[src/rtl/tse_pkg.sv]
package tse_pkg;

  // Bit offset of depth d inside the level-packed split bus.
  // Depth e holds 2^e fields, each (layers-e+1) bits wide.
  function automatic int lvl_off(input int layers, input int d);
    int acc;
    acc = 0;
    for (int e = 0; e < d; e++) acc += (1 << e) * (layers - e + 1);
    return acc;
  endfunction

  // Start sign for the node with heap index idx: a bit of a 16-bit LFSR run.
  function automatic logic seed_bit(input logic [15:0] seed, input int idx);
    logic [15:0] s;
    s = seed | 16'h0001;
    for (int n = 0; n <= idx; n++) s = {s[14:0], s[15] ^ s[13] ^ s[12] ^ s[10]};
    return s[0];
  endfunction

endpackage

[src/rtl/tse_node.sv]
module tse_node #(
  parameter int W        = 1,    // output width; input is W+1 bits
  parameter bit INIT_POS = 1'b0  // favoured side after reset (1 = lower)
) (
  input  logic         clk,
  input  logic         rst,
  input  logic         en,
  input  logic [W:0]   x,
  output logic [W-1:0] lo,
  output logic [W-1:0] hi
);
  logic         pos_q;
  logic [W-1:0] half;

  assign half = x[W:1];
  assign lo   = half + W'(x[0] & pos_q);
  assign hi   = half + W'(x[0] & ~pos_q);

  always_ff @(posedge clk) begin
    if (rst)            pos_q <= INIT_POS;
    else if (en && x[0]) pos_q <= ~pos_q;
  end
endmodule

[src/rtl/tse_tree.sv]
module tse_tree #(
  parameter int          LAYERS = 3,
  parameter logic [15:0] SEED   = 16'hACE1,
  localparam int         N      = 1 << LAYERS,
  localparam int         CW     = LAYERS + 1
) (
  input  logic          clk,
  input  logic          rst,
  input  logic          en,
  input  logic [CW-1:0] count,
  output logic [N-1:0]  elem_nxt
);
  localparam int TOTAL = tse_pkg::lvl_off(LAYERS, LAYERS + 1);

  logic [TOTAL-1:0] flat;

  assign flat[CW-1:0] = count;

  for (genvar d = 0; d < LAYERS; d++) begin : g_depth
    localparam int K = LAYERS - d;
    for (genvar i = 0; i < (1 << d); i++) begin : g_node
      localparam int IN_LO  = tse_pkg::lvl_off(LAYERS, d) + i * (K + 1);
      localparam int OUT_LO = tse_pkg::lvl_off(LAYERS, d + 1) + 2 * i * K;
      tse_node #(
        .W        (K),
        .INIT_POS (tse_pkg::seed_bit(SEED, (1 << d) + i))
      ) u_node (
        .clk (clk),
        .rst (rst),
        .en  (en),
        .x   (flat[IN_LO +: K + 1]),
        .lo  (flat[OUT_LO +: K]),
        .hi  (flat[OUT_LO + K +: K])
      );
    end
  end

  assign elem_nxt = flat[tse_pkg::lvl_off(LAYERS, LAYERS) +: N];
endmodule

[src/rtl/tree_shaper_enc.sv]
module tree_shaper_enc #(
  parameter int          LAYERS = 3,
  parameter logic [15:0] SEED   = 16'hACE1,
  localparam int         N      = 1 << LAYERS,
  localparam int         CW     = LAYERS + 1
) (
  input  logic          clk,
  input  logic          rst,
  input  logic          in_valid,
  input  logic [CW-1:0] in_count,
  output logic [N-1:0]  elem
);
  logic [N-1:0] elem_nxt;

  tse_tree #(
    .LAYERS (LAYERS),
    .SEED   (SEED)
  ) u_tree (
    .clk      (clk),
    .rst      (rst),
    .en       (in_valid),
    .count    (in_count),
    .elem_nxt (elem_nxt)
  );

  always_ff @(posedge clk) begin
    if (rst)           elem <= '0;
    else if (in_valid) elem <= elem_nxt;
  end
endmodule

[config.mk]
export PLATFORM = sky130hd
export DESIGN_NAME = tree_shaper_enc
export DESIGN_NICKNAME = d
export VERILOG_FILES = /design/src/rtl/tse_pkg.sv /design/src/rtl/tse_node.sv /design/src/rtl/tse_tree.sv /design/src/rtl/tree_shaper_enc.sv
export SDC_FILE = /design/constraint.sdc
export NUM_CORES = 1
export LEC_CHECK = 0
export ABC_AREA = 1
export CAP_MARGIN = 20
export CORE_MARGIN = 2
export CORE_UTILIZATION = 48
export CTS_CLUSTER_SIZE = 8
export DETAILED_ROUTE_END_ITERATION = 8
export PLACE_DENSITY = 0.74
export RECOVER_POWER = 100
export SYNTH_ARGS = -nofsm -noshare
export SYNTH_HDL_FRONTEND = slang
export SYNTH_SLANG_ARGS = --single-unit
[constraint.sdc]
create_clock -name clk -period 1.7 [get_ports clk]
set_input_delay 0.255 -clock clk [delete_from_list [all_inputs] [get_ports clk]]
set_output_delay 0.255 -clock clk [all_outputs]
set_load 0.05 [all_outputs]
==> run metrics, run 1 <==
outcome=finished, final reports clean; Comb pwr share=43.2%; Placer Congestion=0.8230; setup ws final=0.04643 ns; Die Wd=51.16 µm; R2R Setup Slk=0.05 ns; Crit Path Max Fanout=3; worst endpoint required time=1.90 ns; dpl cell area=1249 µm²; root buffer cell=clkbuf_4; WL final=2.579 mm; Least-Margin Pin Slew=0.6019 ns; share of the clock period used by the worst path=97.27%; worst vdd ir=0.5858 mV; Iteration-0 DRC Markers=22; core box area=2148 µm²; CTS buffer count=3; P_leak=0.0007008 µW; Pre-Repair DR Iteration Count=5; synth top area cells=dfxtp_1 28%, nand3_1 16%, ha_1 11%; # DRC=0; clk sinks=15; max_slew headroom=60.04%; final setup violating endpoints=0; antenna violations before repair=0; Clock Power Share=19.4%; Internal=675.5 µW; worst slack, placed=-0.5427 ns; fillers=202; GRT Residual Overflow=0; EDFF count, synth=0; HP Start=in_count[0]; max-slew violations=0; vias=1108; sw frac=39.78%; Async SR Flop Fraction=0%; Post-Route Utilization=67.33%; num rows=17; reg2reg end=elem[5]; vias in the first global route=1034; post-route cell area=1446 µm²; share of cells above drive strength 1=30.27%; CP Capture Type=flop; Area Growth Syn to Fin=35.52%; Yosys top cell area share=28.14%; Max Fclk=604.8 MHz; most common cell in the netlist=nand3_1; instance count of the mapped netlist=163; post-route ant nets=0; Max clock buf depth=2; Ant. Diodes=0; WS Path Type=flop to flop; Avg Cell Area, Syn=6.548 µm²; setup TNS=0 ns; R2R depth=10; worst skew pair latency=0.30 ns; worst hold path class=input pin to flop; pwr/cell area=775.6 nW/µm²; sequential area share after synthesis=28.14%; crit-path cells=nor2_4, ha_4, ha_4, ha_4, inv_2, nor2_2, nand3b_1, nand3_1, nand2_1, inv_1; cell total after placement=207; RSZ-0062 raised after global routing=true; CP Launch Type=flop; synthesized net count=179; CP max stage cell=dfxtp_4; cell mode on critical path=ha_4; routed len/inst=12.11 µm; Die H=51.16 µm; Main synth FF type=dfxtp_1; first-pass GRT wire length=4.326 mm; H-tree levels=1; RR Startpoint=u_tree.g_depth[0].g_node[0].u_node.pos_q; clk slew on worst S/H paths=0.10 ns; synthesized area=1067 µm²; count of final hold-check violations=0; post-route minimum period=1.654 ns; Syn. warnings=0; CTS tree=built; Worst Hold End=u_tree.g_depth[0].g_node[0].u_node.pos_q; total global-route track usage=22.24%; vias per cell=5.202; synth cell count leaders=34 x nand3_1, 26 x inv_1, 25 x nand2_1; Netlist cell types=16; max incr delay on CP=0.37 ns; final cell count without fillers=213; Initial Util=49.68%; Max Cap Viol=0; Hold Crit Depth=4; #FFs+latches synth=15; Layout Nets=202; dpl hpwl=1.760 mm; sequential share of power=37.4%; CP Data Arrival Time=1.86 ns; Die ar.=2617 µm²; I/O pin total=15; Port Buf Inserts=14; clk_skew=0.005047 ns; cell taking the most area after synthesis=dfxtp_1; sw power=446.3 µW; largest net degree at the start of global routing=21
[cells in the final DEF, fill, tap and decap left out]
| master | count |
|---|---|
| a21oi_1 | 4 |
| a21oi_2 | 2 |
| buf_4 | 13 |
| clkbuf_1 | 3 |
| clkbuf_4 | 3 |
| clkdlybuf4s50_1 | 2 |
| clkinv_2 | 1 |
| dfxtp_1 | 14 |
| dfxtp_4 | 1 |
| dlygate4sd2_1 | 2 |
| dlygate4sd3_1 | 1 |
| dlymetal6s2s_1 | 1 |
| ha_4 | 9 |
| inv_1 | 21 |
| inv_2 | 6 |
| inv_4 | 1 |
| nand2_1 | 23 |
| nand2_2 | 6 |
| nand2_4 | 3 |
| nand3_1 | 32 |
| nand3_2 | 4 |
| nand3b_1 | 5 |
| nor2_1 | 15 |
| nor2_2 | 4 |
| nor2_4 | 3 |
| o21ai_0 | 6 |
[metal layers]
| metal | vias up | track usage (%) | routed length, µm |
|---|---|---|---|
| met5 | - | 0 | 0 |
| met4 | 0 | 9.459 | 43 |
| met3 | 7 | 3.509 | 43 |
| met2 | 13 | 41.34 | 1449 |
| met1 | 514 | 24.68 | 1042 |
| li1 | 574 | - | - |
[flip-flops by register name, indices dropped and copies added, names as in the netlist]
name and cells:
u_tree.g_depth.g_node.u_node.pos_q 7, elem 8
[critical path: cells and delay by family, from the launching register on]
family / cells / cell delay [ns]
buf+inv: 2 / 0.06
fa+ha+maj: 3 / 0.64
simple gates: 5 / 0.48
flops: 1 / 0.37
[per-stage QoR]
step / power (µW) / hold slack (ns)
detailed placement: 812.8 / 0.4953
finish: 1122 / 0.5024
floorplan: 708.1 / 0.4446
CTS: 1075 / 0.4367
global placement: 798.2 / 0.4805
global route: 1195 / 0.5492
[cell type report]
class	instances	area (µm²)	share of cell area, %
Sequential cell	15	304.0	21.02
Inverter	28	107.6	7.439
Clock buffer	3	22.52	1.557
Clock inverter	1	5.005	0.3460
Multi-Input combinational cell	116	803.3	55.54
Timing Repair Buffer	22	168.9	11.68
Tap cell	28	35.03	2.422
[logic make-up after synthesis]
logic type,after synthesis,synth area share [%]
adders and majority gates,9,10.55
buffers and inverters,32,11.61
and+or+nand+nor,95,43.38
DFF,15,28.14
AOI/OAI and AO/OA,12,6.331
[worst max path at each step]
| stage | from | to | cells past startpoint |
|---|---|---|---|
| after floorplan | u_tree.g_depth[0].g_node[0].u_node.pos_q | elem[1] | 12 |
| after global placement | in_count[0] | elem[5] | 12 |
| after detailed placement | in_count[0] | elem[5] | 12 |
| after CTS | u_tree.g_depth[0].g_node[0].u_node.pos_q | elem[3] | 10 |
| after global routing | u_tree.g_depth[0].g_node[0].u_node.pos_q | elem[7] | 10 |
| final | u_tree.g_depth[0].g_node[0].u_node.pos_q | elem[5] | 10 |
[repair_timing]
action,CTS,global route
resized for setup,16,20
endpoints found under the setup margin,9,8
cloned,0,0
buffers inserted,1,1
hold buffers,0,0
pin swaps,4,3
[power groups by stage]
stage / clock network, µW / registers (µW) / logic [µW]
finish: 218 / 420 / 484
global route: 233 / 424 / 538
CTS: 221 / 415 / 439
detailed placement: 0 / 421 / 392
global placement: 0 / 419 / 379
floorplan: 0 / 485 / 223
Power figures use the tool's default switching activity.
==> run 2: changes to the inputs <==
--- a/config.mk
+++ b/config.mk
@@ -9,6 +9,7 @@
 export CAP_MARGIN = 20
 export CORE_MARGIN = 2
 export CORE_UTILIZATION = 48
+export CTS_BUF_LIST = sky130_fd_sc_hd__clkbuf_16
 export CTS_CLUSTER_SIZE = 8
 export DETAILED_ROUTE_END_ITERATION = 8
 export PLACE_DENSITY = 0.74
==> run 2 against run 1 <==
  * Wire length increased by 6.7%
  * Utilization increased by 2.3 points
  * Critical path depth increased by 1
  * Global-route usage increased by 1.3 points
  * Via count increased by 0.45%
==> run metrics, run 2 (synthesized netlist as in run 1, its figures left out) <==
Placer Congestion=0.8230 (unchanged); share of the clock period used by the worst path=99.00% (+1.7 points); fillers=184 (-8.9%); RR Startpoint=u_tree.g_depth[0].g_node[0].u_node.pos_q; routed len/inst=12.92 µm (+6.7%); Die H=51.16 µm (unchanged); clk sinks=15 (unchanged); num rows=17 (unchanged); Max clock buf depth=2 (unchanged); H-tree levels=1 (unchanged); Max Cap Viol=0 (unchanged); I/O pin total=15 (unchanged); WL final=2.753 mm (+6.7%); CP max stage cell=dfxtp_4; HP Start=in_count[0]; final cell count without fillers=213 (unchanged); Initial Util=49.68% (unchanged); max incr delay on CP=0.35 ns (-0.02 ns); Area Growth Syn to Fin=40.09%; share of cells above drive strength 1=30.27% (unchanged); max_slew headroom=59.85% (-0.19 points); Reg area=304.0 µm² (unchanged); biggest regs=elem: 8 flops, u_tree.g_depth.g_node.u_node.pos_q: 7 flops; commonest non-fill, non-tap cell in the layout=nand3_1; Pre-Repair DR Iteration Count=4 (-1); Layout Nets=202 (unchanged); R2R Setup Slk=0.02 ns (-0.03 ns); Ant. Diodes=0 (unchanged); Top reg by flops=elem; largest net degree at the start of global routing=21 (unchanged); vias=1113 (+0.45%); Least-Margin Pin Slew=0.6049 ns (+0.002920 ns); CP Launch Type=flop; Die ar.=2617 µm² (unchanged); worst endpoint required time=1.83 ns (-0.07 ns); Post-Route Utilization=69.60% (+2.3 points); first-pass GRT wire length=4.609 mm (+6.5%); crit-path cells=nand2_2, inv_2, ha_4, buf_6, ha_4, ha_4, inv_4, nor2_4, nand2_2, nand2_2, a21oi_2; dpl cell area=1249 µm² (unchanged); max-slew violations=0 (unchanged); Max Fclk=594.2 MHz (-1.7%); post-route minimum period=1.683 ns (+0.02943 ns); vias in the first global route=1101 (+6.5%); CTS hold repair buffers=0 (unchanged); RSZ-0062 raised after global routing=true; CP Capture Type=flop; total global-route track usage=23.55% (+1.3 points); final setup violating endpoints=0 (unchanged); Port Buf Inserts=14 (unchanged); CTS tree=built; reg2reg end=elem[3]; CTS buffer count=3 (unchanged); # DRC=0 (unchanged); GRT Residual Overflow=0 (unchanged); worst vdd ir=0.6545 mV (+12%); worst slack, placed=-0.5427 ns (unchanged); vias per cell=5.225 (+0.45%); clk slew on worst S/H paths=0.05 ns (-0.05 ns); pwr/cell area=919.2 nW/µm² (+19%); cell total after placement=207 (unchanged); most frequent cells in the layout=31 x nand3_1, 21 x nand2_1, 19 x inv_1; max reg flops=8 (unchanged); post-route ant nets=0 (unchanged); post-route cell area=1495 µm² (+3.4%); Crit Path Max Fanout=3 (unchanged); antenna violations before repair=0 (unchanged); P_leak=0.0006964 µW (-0.63%); Worst Hold End=u_tree.g_depth[0].g_node[0].u_node.pos_q; clk_skew=0.001145 ns (-0.003902 ns); CP Data Arrival Time=1.82 ns (-0.04 ns); CP bufs+invs=3 (+1); Top delay family on crit path=adder cells; count of final hold-check violations=0 (unchanged); Hold Crit Depth=4 (unchanged); setup ws final=0.01700 ns (-0.02943 ns); area of the multi-input gates=818.3 µm² (+1.9%); Die Wd=51.16 µm (unchanged); WS Path Type=flop to flop; worst hold path class=input pin to flop; Iteration-0 DRC Markers=14 (-36%); worst skew pair latency=0.24 ns (-0.06 ns); core box area=2148 µm² (unchanged); outcome=finished, final reports clean; R2R depth=11 (+1); root buffer cell=clkbuf_16; dpl hpwl=1.760 mm (unchanged); setup TNS=0 ns (unchanged)
## run 2: cell count changes in the layout (fill, tap and decap cells not counted), sizes merged
| cell | previous run | this run |
|---|---|---|
| dlymetal6s2s | 1 | 0 |
| clkbuf | 6 | 11 |
| clkdlybuf4s50 | 2 | 3 |
| dlygate4sd2 | 2 | 3 |
| dlygate4sd3 | 1 | 0 |
| buf | 13 | 8 |
## run 2: final cells by class
| type | instances | share of cell area (%) |
|---|---|---|
| Sequential cell | 15 | 20.33 |
| Inverter | 28 | 7.197 |
| Clock buffer | 3 | 5.021 |
| Timing Repair Buffer | 22 | 10.04 |
| Multi-Input combinational cell | 116 | 54.73 |
| Tap cell | 28 | 2.343 |
| Clock inverter | 1 | 0.3347 |
## run 2: worst register-to-register path, stage by stage (launching register included)
cell and delay (ns):
dfxtp_4 0.35, nand2_2 0.06, inv_2 0.04, ha_4 0.16, buf_6 0.12, ha_4 0.21, ha_4 0.28, inv_4 0.04
nor2_4 0.12, nand2_2 0.08, nand2_2 0.06, a21oi_2 0.04
## run 2: per-layer routing
layer / track usage (%) / routed length, µm / vias to the layer above / part of all wire (%)
met1: 25.64 / 1072 / 522 / 39
met4: 7.658 / 49 / 0 / 1.8
met2: 46.32 / 1573 / 15 / 57
li1: - / - / 570 / -
met3: 2.632 / 58 / 6 / 2.1
met5: 0 / 0 / - / 0
## run 2: repair_timing
item	in CTS	in global routing
buffers inserted	1	1
resized for setup	18	25
setup endpoints to repair	12	8
pin swaps	4	12
## run 2: per-stage QoR
step / power (µW) / hold slack, ns
after global placement: 798.2 / 0.4805
after detailed placement: 812.8 / 0.4953
after floorplan: 708.1 / 0.4446
after CTS: 1334 / 0.4906
after global routing: 1453 / 0.5575
final: 1374 / 0.5135
## run 2: how the worst max path moves through the flow
stage	from	end	slack [ns]	depth (start not counted)
global placement	in_count[0]	elem[5]	-0.49	12
floorplan	u_tree.g_depth[0].g_node[0].u_node.pos_q	elem[1]	0.06	12
CTS	u_tree.g_depth[0].g_node[0].u_node.pos_q	elem[1]	0.004	12
global route	u_tree.g_depth[0].g_node[0].u_node.pos_q	elem[3]	-0.06	11
detailed placement	in_count[0]	elem[5]	-0.54	12
finish	u_tree.g_depth[0].g_node[0].u_node.pos_q	elem[3]	0.02	11
## run 2: power by group
group          internal, µW  switching [µW]  total (µW)  leakage (µW)
Clock                   314             150         465     0.0000409
Combinational           193             294         487      0.000531
Sequential              390            32.8         422      0.000125
Total                   897             477        1370      0.000696
==> run 3: changes to the inputs <==
--- a/config.mk
+++ b/config.mk
@@ -8,11 +8,11 @@
 export ABC_AREA = 1
 export CAP_MARGIN = 20
 export CORE_MARGIN = 2
-export CORE_UTILIZATION = 48
+export CORE_UTILIZATION = 53
 export CTS_BUF_LIST = sky130_fd_sc_hd__clkbuf_16
 export CTS_CLUSTER_SIZE = 8
 export DETAILED_ROUTE_END_ITERATION = 8
-export PLACE_DENSITY = 0.74
+export PLACE_DENSITY = 0.78
 export RECOVER_POWER = 100
 export SYNTH_ARGS = -nofsm -noshare
 export SYNTH_HDL_FRONTEND = slang
==> constraint.sdc (replaced) <==
create_clock -name clk -period 1.9 [get_ports clk]
set_input_delay 0.285 -clock clk [delete_from_list [all_inputs] [get_ports clk]]
set_output_delay 0.285 -clock clk [all_outputs]
set_load 0.05 [all_outputs]
==> run 3 against run 2 <==
  * Via count fell by 1.1%
  * Non-clock buffer count fell by 3
  * Combinational power fell by 21%
  * Sequential cell count did not move
  * Critical path depth fell by 2
  * Total power fell by 14%
  * Utilization rose by 4.6 points
  * Sequential power fell by 12%
  * Highest routed layer unchanged
  * Largest power group is now the clock network
  * Register-to-register slack improved by 0.14 ns
==> run metrics, run 3 (synthesized netlist as in run 1, its figures left out) <==
antenna violations before repair=0 (unchanged); vias=1101 (-1.1%); max incr delay on CP=0.62 ns (+0.27 ns); worst endpoint required time=2.05 ns (+0.22 ns); clk sinks=15 (unchanged); worst skew pair latency=0.25 ns (about the same); WL final=2.659 mm (-3.4%); clk_skew=0.002537 ns (+0.001392 ns); worst hold path class=input pin to flop; GR peak layer=met2; post-route cell area=1425 µm² (-4.7%); total global-route track usage=23.93% (+0.38 points); critical path depth=9 (-2); count of final hold-check violations=0 (unchanged); setup ws final=0.1228 ns (+0.1058 ns); vias per cell=5.268 (+0.82%); routed len/inst=12.72 µm (-1.6%); Max Fclk=562.7 MHz; Area Growth Syn to Fin=33.53%; CP max stage cell=clkdlybuf4s50_1; root buffer cell=clkbuf_16; max reg flops=8 (unchanged); Ant. Diodes=0 (unchanged); setup TNS=0 ns (unchanged); Top delay family on crit path=buffers and inverters; post-route ant nets=0 (unchanged); Crit Path Max Fanout=4 (+1); CTS buffer count=3 (unchanged); outcome=finished, final reports clean; # DRC=0 (unchanged); largest net degree at the start of global routing=20 (-4.8%); CP Launch Type=input pin; cell total after placement=203 (-1.9%); CP Data Arrival Time=1.93 ns (+0.11 ns); CP bufs+invs=3 (unchanged); max-slew violations=0 (unchanged); Pre-Repair DR Iteration Count=4 (unchanged); num rows=16 (-1); Top reg by flops=elem; GRT Residual Overflow=0 (unchanged); H-tree levels=1 (unchanged); met2 Usage GRT=44.52% (-1.8 points); vias in the first global route=1044 (-5.2%); share of cells above drive strength 1=17.58% (-13 points); dpl hpwl=1.811 mm (+2.9%); I/O pin total=15 (unchanged); core box area=1922 µm² (-11%); Least-Margin Pin Slew=0.5072 ns (-0.09767 ns); Post-Route Utilization=74.15% (+4.6 points); WS Path Type=input pin to flop; GR Layer Usage met1=27.01% (+1.4 points); final setup violating endpoints=0 (unchanged); Layout Nets=199 (-1.5%); Max clock buf depth=2 (unchanged); worst slack, placed=-0.3780 ns (+0.1647 ns); post-route minimum period=1.777 ns; RSZ-0062 raised after global routing=false; max_slew headroom=66.08% (+6.2 points); Die ar.=2389 µm² (-8.7%); worst vdd ir=0.6087 mV (-7.0%); Port Buf Inserts=14 (unchanged); share of the clock period used by the worst path=93.54%; Die Wd=48.88 µm (-4.5%); Die H=48.88 µm (-4.5%); CTS tree=built; commonest non-fill, non-tap cell in the layout=nand3_1; clk slew on worst S/H paths=0.05 ns (about the same); CP Capture Type=flop; Max Cap Viol=0 (unchanged); Hold Crit Depth=4 (unchanged); P_leak=0.0007195 µW (+3.3%); final cell count without fillers=209 (-1.9%); dpl cell area=1245 µm² (-0.30%); most frequent cells in the layout=34 x nand3_1, 25 x nand2_1, 25 x inv_1; first-pass GRT wire length=4.485 mm (-2.7%); pwr/cell area=829.9 nW/µm² (-9.7%); met3 Track Usage GR=4.601% (+2.0 points); Placer Congestion=0.8109 (-1.5%); Initial Util=55.53% (+5.9 points); Iteration-0 DRC Markers=20 (+6); R2R depth=10 (-1); crit-path cells=clkdlybuf4s50_1, ha_4, ha_4, inv_1, nor2_1, nand3b_1, nand3_1, nand2_1, inv_1; biggest regs=elem: 8 flops, u_tree.g_depth.g_node.u_node.pos_q: 7 flops
-- run 3: worst register-to-register path: stages, from the launching register on --
cell,delay [ns]
dfxtp_2,0.36
nand2_1,0.06
inv_1,0.06
ha_2,0.20
ha_1,0.24
ha_1,0.32
inv_1,0.06
nor2_1,0.11
nand2_1,0.08
nand2_1,0.09
a21oi_2,0.05
-- run 3: report_power, final --
part | total (µW) | switching [µW] | internal [µW]
Sequential | 372 | 22.6 | 349
Clock | 424 | 142 | 282
Combinational | 387 | 234 | 153
-- run 3: per-stage QoR --
step / power, µW / hold slack (ns)
6_report: 1183 / 0.4657
3_5_place_dp: 726.6 / 0.5061
2_1_floorplan: 633.5 / 0.4677
3_3_place_gp: 712.9 / 0.4802
5_1_grt: 1246 / 0.5267
4_1_cts: 1183 / 0.5125
-- run 3: path summary, 6_finish.rpt --
kind | from | to | slack (ns)
min | in_count[0] | u_tree.g_depth[0].g_node[0].u_node.pos_q | 0.47
max | in_count[2] | elem[5] | 0.12
max reg2reg | u_tree.g_depth[0].g_node[0].u_node.pos_q | elem[3] | 0.16
min reg2reg | u_tree.g_depth[1].g_node[0].u_node.pos_q | u_tree.g_depth[1].g_node[0].u_node.pos_q | 0.52
-- run 3: area by class of cell --
class,count,area (µm²)
clock buffers,3,75.07
inverters,28,105.1
clock inverters,1,5.005
well taps,27,33.78
repair buffers,19,176.4
flip-flops and latches,15,301.5
multi-input cells,116,728.2
fillers,152,496.7
-- run 3: timing repair --
action	CTS	global route
setup buffers	2	0
gates resized for setup	11	6
endpoints found under the setup margin	6	8
gates cloned	0	0
hold buffers	0	0
pin swaps	5	2
-- run 3: layer usage --
metal	part of all wire, %	up-vias
li1	-	561
met1	40	505
met2	54	28
met3	3.9	7
met4	1.6	0
met5	0	-
